$ cat config.mk
export PLATFORM = sky130hd
export DESIGN_NAME = quad_dds
export DESIGN_NICKNAME = d
export VERILOG_FILES = /design/src/rtl/quad_dds.sv
export SDC_FILE = /design/constraint.sdc
export NUM_CORES = 2
export LEC_CHECK = 0
export BUFFER_PORTS_ARGS = -buffer_cell sky130_fd_sc_hd__buf_2
export CAP_MARGIN = 20
export CORE_AREA = 2 2 237 239
export CTS_CLUSTER_SIZE = 14
export DETAILED_ROUTE_END_ITERATION = 10
export DIE_AREA = 0 0 239 241
export HOLD_SLACK_MARGIN = 0.08
export PLACE_DENSITY = 0.78
export SYNTH_ARGS = -nofsm -noshare
export SYNTH_HDL_FRONTEND = slang
export SYNTH_SLANG_ARGS = --single-unit
$ cat constraint.sdc
create_clock -name clk -period 9.33 [get_ports clk]
set_input_delay 1.3995 -clock clk [delete_from_list [all_inputs] [get_ports clk]]
set_output_delay 1.3995 -clock clk [all_outputs]
set_load 0.02 [all_outputs]
$ cat src/rtl/quad_dds.sv
`timescale 1ns/1ps
module quad_dds #(
  parameter int PHASE_W = 32,
  parameter int FM_W    = 24,
  parameter int PM_W    = 16,
  parameter int LUT_AW  = 6,
  parameter int SAMP_W  = 16,
  parameter int AMP_W   = 16
) (
  input  logic                     clk,
  input  logic                     rst,
  input  logic                     load,
  input  logic [PHASE_W-1:0]       tune,
  input  logic signed [FM_W-1:0]   fm_ofs,
  input  logic signed [PM_W-1:0]   pm_ofs,
  input  logic [AMP_W-1:0]         amp,
  output logic signed [SAMP_W-1:0] out_i,
  output logic signed [SAMP_W-1:0] out_q,
  output logic                     valid
);
  localparam int QN     = 1 << LUT_AW;
  localparam int IDX_W  = LUT_AW + 2;
  localparam int PEAK   = (1 << (SAMP_W-1)) - 1;
  localparam int PROD_W = SAMP_W + AMP_W + 1;

  function automatic logic [SAMP_W-1:0] qsin(int k);
    real x, term, sum;
    x = 3.14159265358979 * (real'(k) + 0.5) / (2.0 * real'(QN));
    term = x;
    sum = x;
    for (int n = 1; n < 10; n++) begin
      term = -term * x * x / real'((2*n) * (2*n+1));
      sum = sum + term;
    end
    return SAMP_W'($rtoi(sum * real'(PEAK) + 0.5));
  endfunction

  logic [SAMP_W-1:0] qtab [QN];
  for (genvar k = 0; k < QN; k++) begin : g_tab
    assign qtab[k] = qsin(k);
  end

  logic [PHASE_W-1:0]       tune_r, incr_r, acc;
  logic signed [FM_W-1:0]   fm_r;
  logic signed [PM_W-1:0]   pm_r;
  logic [AMP_W-1:0]         am_r;
  logic [IDX_W-1:0]         ph_r;
  logic [1:0]               quad_r;
  logic [SAMP_W-1:0]        smag_r, cmag_r;
  logic signed [SAMP_W-1:0] sin_r, cos_r;
  logic [3:0]               vld_sr;

  logic [LUT_AW-1:0] idx, mir;
  logic [1:0]        quad;
  logic [SAMP_W-1:0] smag, cmag;
  assign idx  = ph_r[LUT_AW-1:0];
  assign mir  = ~idx;
  assign quad = ph_r[IDX_W-1 -: 2];
  assign smag = quad[0] ? qtab[mir] : qtab[idx];
  assign cmag = quad[0] ? qtab[idx] : qtab[mir];

  logic signed [PROD_W-1:0] ps, pc, rs, rc;
  localparam logic [PROD_W-1:0] HALF = {{(PROD_W-AMP_W){1'b0}}, 1'b1, {(AMP_W-1){1'b0}}};
  assign ps = sin_r * $signed({1'b0, am_r});
  assign pc = cos_r * $signed({1'b0, am_r});
  assign rs = ps + $signed(HALF);
  assign rc = pc + $signed(HALF);

  always_ff @(posedge clk) begin
    if (rst) begin
      tune_r <= '0; fm_r <= '0; pm_r <= '0; am_r <= '0;
      incr_r <= '0; acc <= '0; ph_r <= '0;
      quad_r <= '0; smag_r <= '0; cmag_r <= '0;
      sin_r <= '0; cos_r <= '0;
      out_i <= '0; out_q <= '0; vld_sr <= '0;
    end else begin
      if (load) begin
        tune_r <= tune; fm_r <= fm_ofs; pm_r <= pm_ofs; am_r <= amp;
      end
      incr_r <= tune_r + {{(PHASE_W-FM_W){fm_r[FM_W-1]}}, fm_r};
      acc    <= acc + incr_r;
      ph_r   <= IDX_W'((acc[PHASE_W-1 -: PM_W] + pm_r) >> (PM_W-IDX_W));
      quad_r <= quad;
      smag_r <= smag;
      cmag_r <= cmag;
      sin_r  <= quad_r[1]             ? -$signed(smag_r) : $signed(smag_r);
      cos_r  <= (quad_r[1]^quad_r[0]) ? -$signed(cmag_r) : $signed(cmag_r);
      out_q  <= rs[AMP_W +: SAMP_W];
      out_i  <= rc[AMP_W +: SAMP_W];
      vld_sr <= {vld_sr[2:0], 1'b1};
    end
  end

  assign valid = vld_sr[3];
endmodule

Word level (Yosys, flattened, before mapping):

Memory sizes are Yosys's and may differ from the RTL's.
Cells that the tools add are included.

* logic and storage cells: 42
* memories: 2
* output and inout port bits: 33
* flip-flop bits (word level): 262
* ROM bits: 2048

Memories
* (no name shown): words 64, bits a word 16, rd ports 1, clocked after memory_dff 0, wr ports 0, line 60 `assign cmag = quad[0] ? qtab[idx] : qtab[mir];`
* (no name shown): words 64, bits a word 16, rd ports 1, clocked after memory_dff 0, wr ports 0, line 60

* bitwise logic cells: 4
* add/sub/neg operators: 7
* $mul: 2
* mux-type cells: 9
* magnitude comparators: 2

Operators with widths (count)
* 16-bit two-way mux: 8
* 32-bit by 17-bit adder with 32-bit output, second input constant: 2
* 32-bit adder: 2
* 16-bit by 17-bit multiplier with 32-bit output: 2
* 16-bit negation: 2
* 16-bit adder: 1
* 7-bit greater-or-equal comparator, second input constant: 2
* 6-bit NOT with 7-bit output: 2
* 6-bit NOT: 1
* 1-bit two-way mux: 1
* 1-bit XOR: 1

Logic depth before layout (Yosys ltp):

* depth in word-level cells: 6
* depth in mapped cells: 23

Worst setup path before layout:

No wires, ideal clock.

* path type: register to register
* start: register cos_r[7]
* end: register out_i[13]
* data arrival time: 5855 ps
* period minus slack after synthesis: 5987 ps
* cell stages (with the launch flop): 23
* required time: 9198 ps
* path slack: 3343 ps
* cell sequence: dfxtp_1 clkbuf_1 nand2_1 fa_1 inv_1 fa_1 inv_1 fa_1 inv_1 fa_1 fa_1 inv_1 fa_1 inv_1 ha_1 a21oi_2 o211ai_1 a2111oi_2 o31ai_1 a221o_2 a31o_4 a211oi_1 nor3_1

* longest elaborated chain between the ends: 2

RTL lines
* start: declaration: line 50 `logic signed [SAMP_W-1:0] sin_r, cos_r;`
* start signal: assignment: line 87 `cos_r <= (quad_r[1]^quad_r[0]) ? -$signed(cmag_r) : $signed(cmag_r);`
* 16-bit by 17-bit multiplier with 32-bit output: line 65 `assign pc = cos_r * $signed({1'b0, am_r});`
* 32-bit by 17-bit adder with 32-bit output: line 67 `assign rc = pc + $signed(HALF);`
* end signal: assignment: line 89 `out_i <= rc[AMP_W +: SAMP_W];`
* end: declaration: line 17 `output logic signed [SAMP_W-1:0] out_i,`

Every way passes these cells.
A chain may end at the register's enable or synchronous reset.

Worst setup path after layout:

* start: register am_r[5]
* end: register out_i[12]

* longest elaborated chain between the ends: 2

RTL lines
* start: declaration: line 46 `logic [AMP_W-1:0] am_r;`
* start signal: assignment: line 78 `tune_r <= tune; fm_r <= fm_ofs; pm_r <= pm_ofs; am_r <= amp;`
* 16-bit by 17-bit multiplier with 32-bit output: line 65
* 32-bit by 17-bit adder with 32-bit output: line 67

Every way passes these cells.

==> results by group <==
Timing
  • Tmin final: 6990 ps
  • RSZ-0062 raised after global routing: false
  • Final Max Tran Viols: 0
  • FMAX: 143 MHz
  • Crit share post-route: 74.9%
  • Worst-Margin Slew: 1030 ps
  • Clock skew: 30.2 ps
  • Setup TNS: 0 ps
  • Final hold viol count: 0
  • Slew HR: 31.4%
  • Setup violators final: 0

Worst setup path
  • Worst setup EP type: register
  • CP Max Fanout: 26
  • R2r startpoint: am_r[5]$_SDFFE_PP0P_
  • WS Path Type: register to register
  • R2R depth: 22
  • Reg2Reg Setup Slack: 2340 ps
  • R2r endpoint: out_i[12]$_SDFF_PP0_
  • Startpoint Class: register
  • Required @ worst endpoint: 9800 ps
  • Worst setup path end: out_i[12]$_SDFF_PP0_
  • Crit path from: am_r[5]$_SDFFE_PP0P_
  • CP Data Arrival Time: 7450 ps

Pwr
  • Pwr Density: 178 nW/um^2
  • P_leak: 16.6 nW
  • Clock group share of total power: 23.3%
  • Seq pwr share: 27.4%
  • P_sw: 2.61 mW
  • Worst IR drop on VDD: 0.160 mV
  • Sw Ratio: 44.1%
  • Design internal power: 3.30 mW
  • Gate power share: 49.3%

Detailed routing
  • Drt total wl: 73.7 mm
  • Vias: 24800
  • Final ANT Viol Nets: 0
  • DR iter-0 viols: 1829
  • Drt wl/cell: 16.9 um
  • Pre-Repair DR Iteration Count: 8
  • Vias per cell: 5.70
  • DRC: 0

Yosys
  • Cells after Synth: 3630
  • Synth Flop Type: dfxtp_1
  • YS warnings: 0
  • Post-Syn Area: 31100 um^2
  • FFs w/ async S/R, synth: 0%
  • Synth area leader: fa_1
  • #FFs+latches synth: 260
  • Yosys cell types: 79
  • Area contributors post-synth: fa_1, dfxtp_1, ha_1, inv_1, and2_1
  • Number of synthesized flops with an enable pin: 0
  • Synth Area in Adders: 38.0%
  • Largest family of logic cells by synthesized area: adder cells
  • Synth Area in Simple Gates: 17.8%
  • Syn_area_per_cell: 8.57 um^2
  • Count leader, synth: inv_1
  • Sequential area share after synthesis: 16.7%
  • Post-synth top area share: 25.0%
  • Commonest cells in the netlist: inv_1, fa_1, nand2_1
  • Syn_nets: 4434
  • Post-synthesis mux area share: 3.99%
  • Compound-Gate Fraction of Synth Area: 11.9%
  • XOR/XNOR share of the synthesized area: 2.93%

CTS
  • H-tree Lvls: 2
  • CTS tree: built
  • Clock sinks: 260
  • Setup bufs post-CTS: 0
  • Skew-Pair Late Insertion Delay: 560 ps
  • Max clock buf depth: 3
  • CTS buffer count: 34
  • Reg clk slew, reported paths: 60 ps
  • Cts repair resizes: 0
  • CTS Root Cell: clkbuf_16
  • CTS Hold Buffers Added: 0

Global routing
  • First-pass GRT wire length: 122 mm
  • Initial antenna violation count: 2
  • Global Route Usage Sum: 26.1%
  • Vias in the first global route: 25200
  • Gr ovfl total: 0
  • Largest net degree at the start of global routing: 159

Status
  • Status: complete, no violations

Min path
  • Worst Hold Class: register to register

Finish
  • Number of diodes: 0
  • Area grow syn2layout: 7.06%
  • Final core utilization: 60.7%
  • Share of layout cells above drive strength 1: 7.09%
  • Nets: 4431

Floorplanning
  • Die area: 57600 um^2
  • Core area: 54900 um^2
  • Die width: 239 um
  • # IOs: 124
  • Row Count: 86
  • Vert. Die Dim: 241 um
  • Initial core utilization: 56.7%

Place
  • RD Place Congestion: 0.985
  • HPWL after DPL: 53.8 mm
  • PortBufs: 123

Flow run
  • Max_cap viols: 0
[per-layer routing]
metal	global-route usage [%]	vias up	share of wire, %
li1	-	11700	-
met1	32.1	12000	41
met2	46.3	840	49
met3	4.15	198	6.5
met4	9.36	4	3.4
met5	0	-	0.041
[stage by stage]
step                hold slack, ps  area, um^2  instances  power [mW]  setup WS (ps)
detailed placement             428       32100       4295        4.52           2460
global placement               419       32100       4295        4.45           2580
finish                         442       33300       4355        5.92           2340
floorplan                      414       31100       3630        3.72           3340
global route                   465       33300       4355        6.40           2080
CTS                            442       33300       4355        5.93           2420
[sequential cells by signal (all words and copies together) (netlist names)]
name,flops
out_q,16
out_i,16
fm_r,24
tune_r,32
vld_sr,4
cos_r,16
acc,32
quad_r,2
incr_r,32
pm_r,16
am_r,16
cmag_r,15
smag_r,15
ph_r,8
sin_r,16
[worst max-delay path, cell delays in order, from the launching register on]
cell	delay, ps
dfxtp_1	950
buf_4	290
nand2_1	70
fa_1	510
inv_1	50
fa_1	510
inv_1	60
fa_1	520
inv_1	50
fa_1	380
fa_1	520
inv_1	50
fa_1	470
inv_1	40
ha_1	370
nand2_1	100
o21a_1	180
a211o_1	250
o31ai_1	660
a221o_2	390
a31o_4	210
o21ai_0	80
a21oi_1	160
[worst min path at each step]
stage	slack, ps	cells past startpoint	from	to
4_1_cts	440	1	ph_r[7]$_SDFF_PP0_	quad_r[1]$_SDFF_PP0_
2_1_floorplan	410	1	ph_r[7]$_SDFF_PP0_	quad_r[1]$_SDFF_PP0_
6_report	440	1	ph_r[7]$_SDFF_PP0_	quad_r[1]$_SDFF_PP0_
3_5_place_dp	430	1	ph_r[7]$_SDFF_PP0_	quad_r[1]$_SDFF_PP0_
5_1_grt	460	1	vld_sr[1]$_SDFF_PP0_	vld_sr[2]$_SDFF_PP0_
3_3_place_gp	420	1	vld_sr[1]$_SDFF_PP0_	vld_sr[2]$_SDFF_PP0_
[power groups by stage]
stage	clock network (mW)	registers, mW	logic [mW]
after floorplan	0	1.47	2.25
after global placement	0	1.63	2.82
after detailed placement	0	1.63	2.89
after CTS	1.41	1.61	2.91
after global routing	1.45	1.64	3.31
final	1.38	1.62	2.92
[cells in the final DEF, fill, tap and decap left out, drive strengths merged, types with 98 or more instances in the layout]
cell type	count
a21oi	171
and2	249
buf	150
dfxtp	260
fa	388
ha	325
inv	528
mux2i	98
nand2	350
nor2	320
o21ai	113
[area by class of cell]
| type | count | area, um^2 |
|---|---|---|
| Clock inverter | 17 | 264 |
| Sequential cell | 260 | 5210 |
| Clock buffer | 43 | 925 |
| Timing Repair Buffer | 151 | 850 |
| Tap cell | 704 | 881 |
| Inverter | 524 | 1970 |
| Fill cell | 4718 | 21600 |
| Multi-Input combinational cell | 2656 | 23200 |
[kinds of logic after synthesis]
| kind of cell | count (synthesis) |
|---|---|
| flops | 260 |
| fa+ha+maj | 713 |
| compound gates | 566 |
| xor+xnor | 104 |
| mux | 115 |
| simple gates | 1158 |
| buf+inv | 714 |
Note: power is estimated with default switching activity, not from simulation.
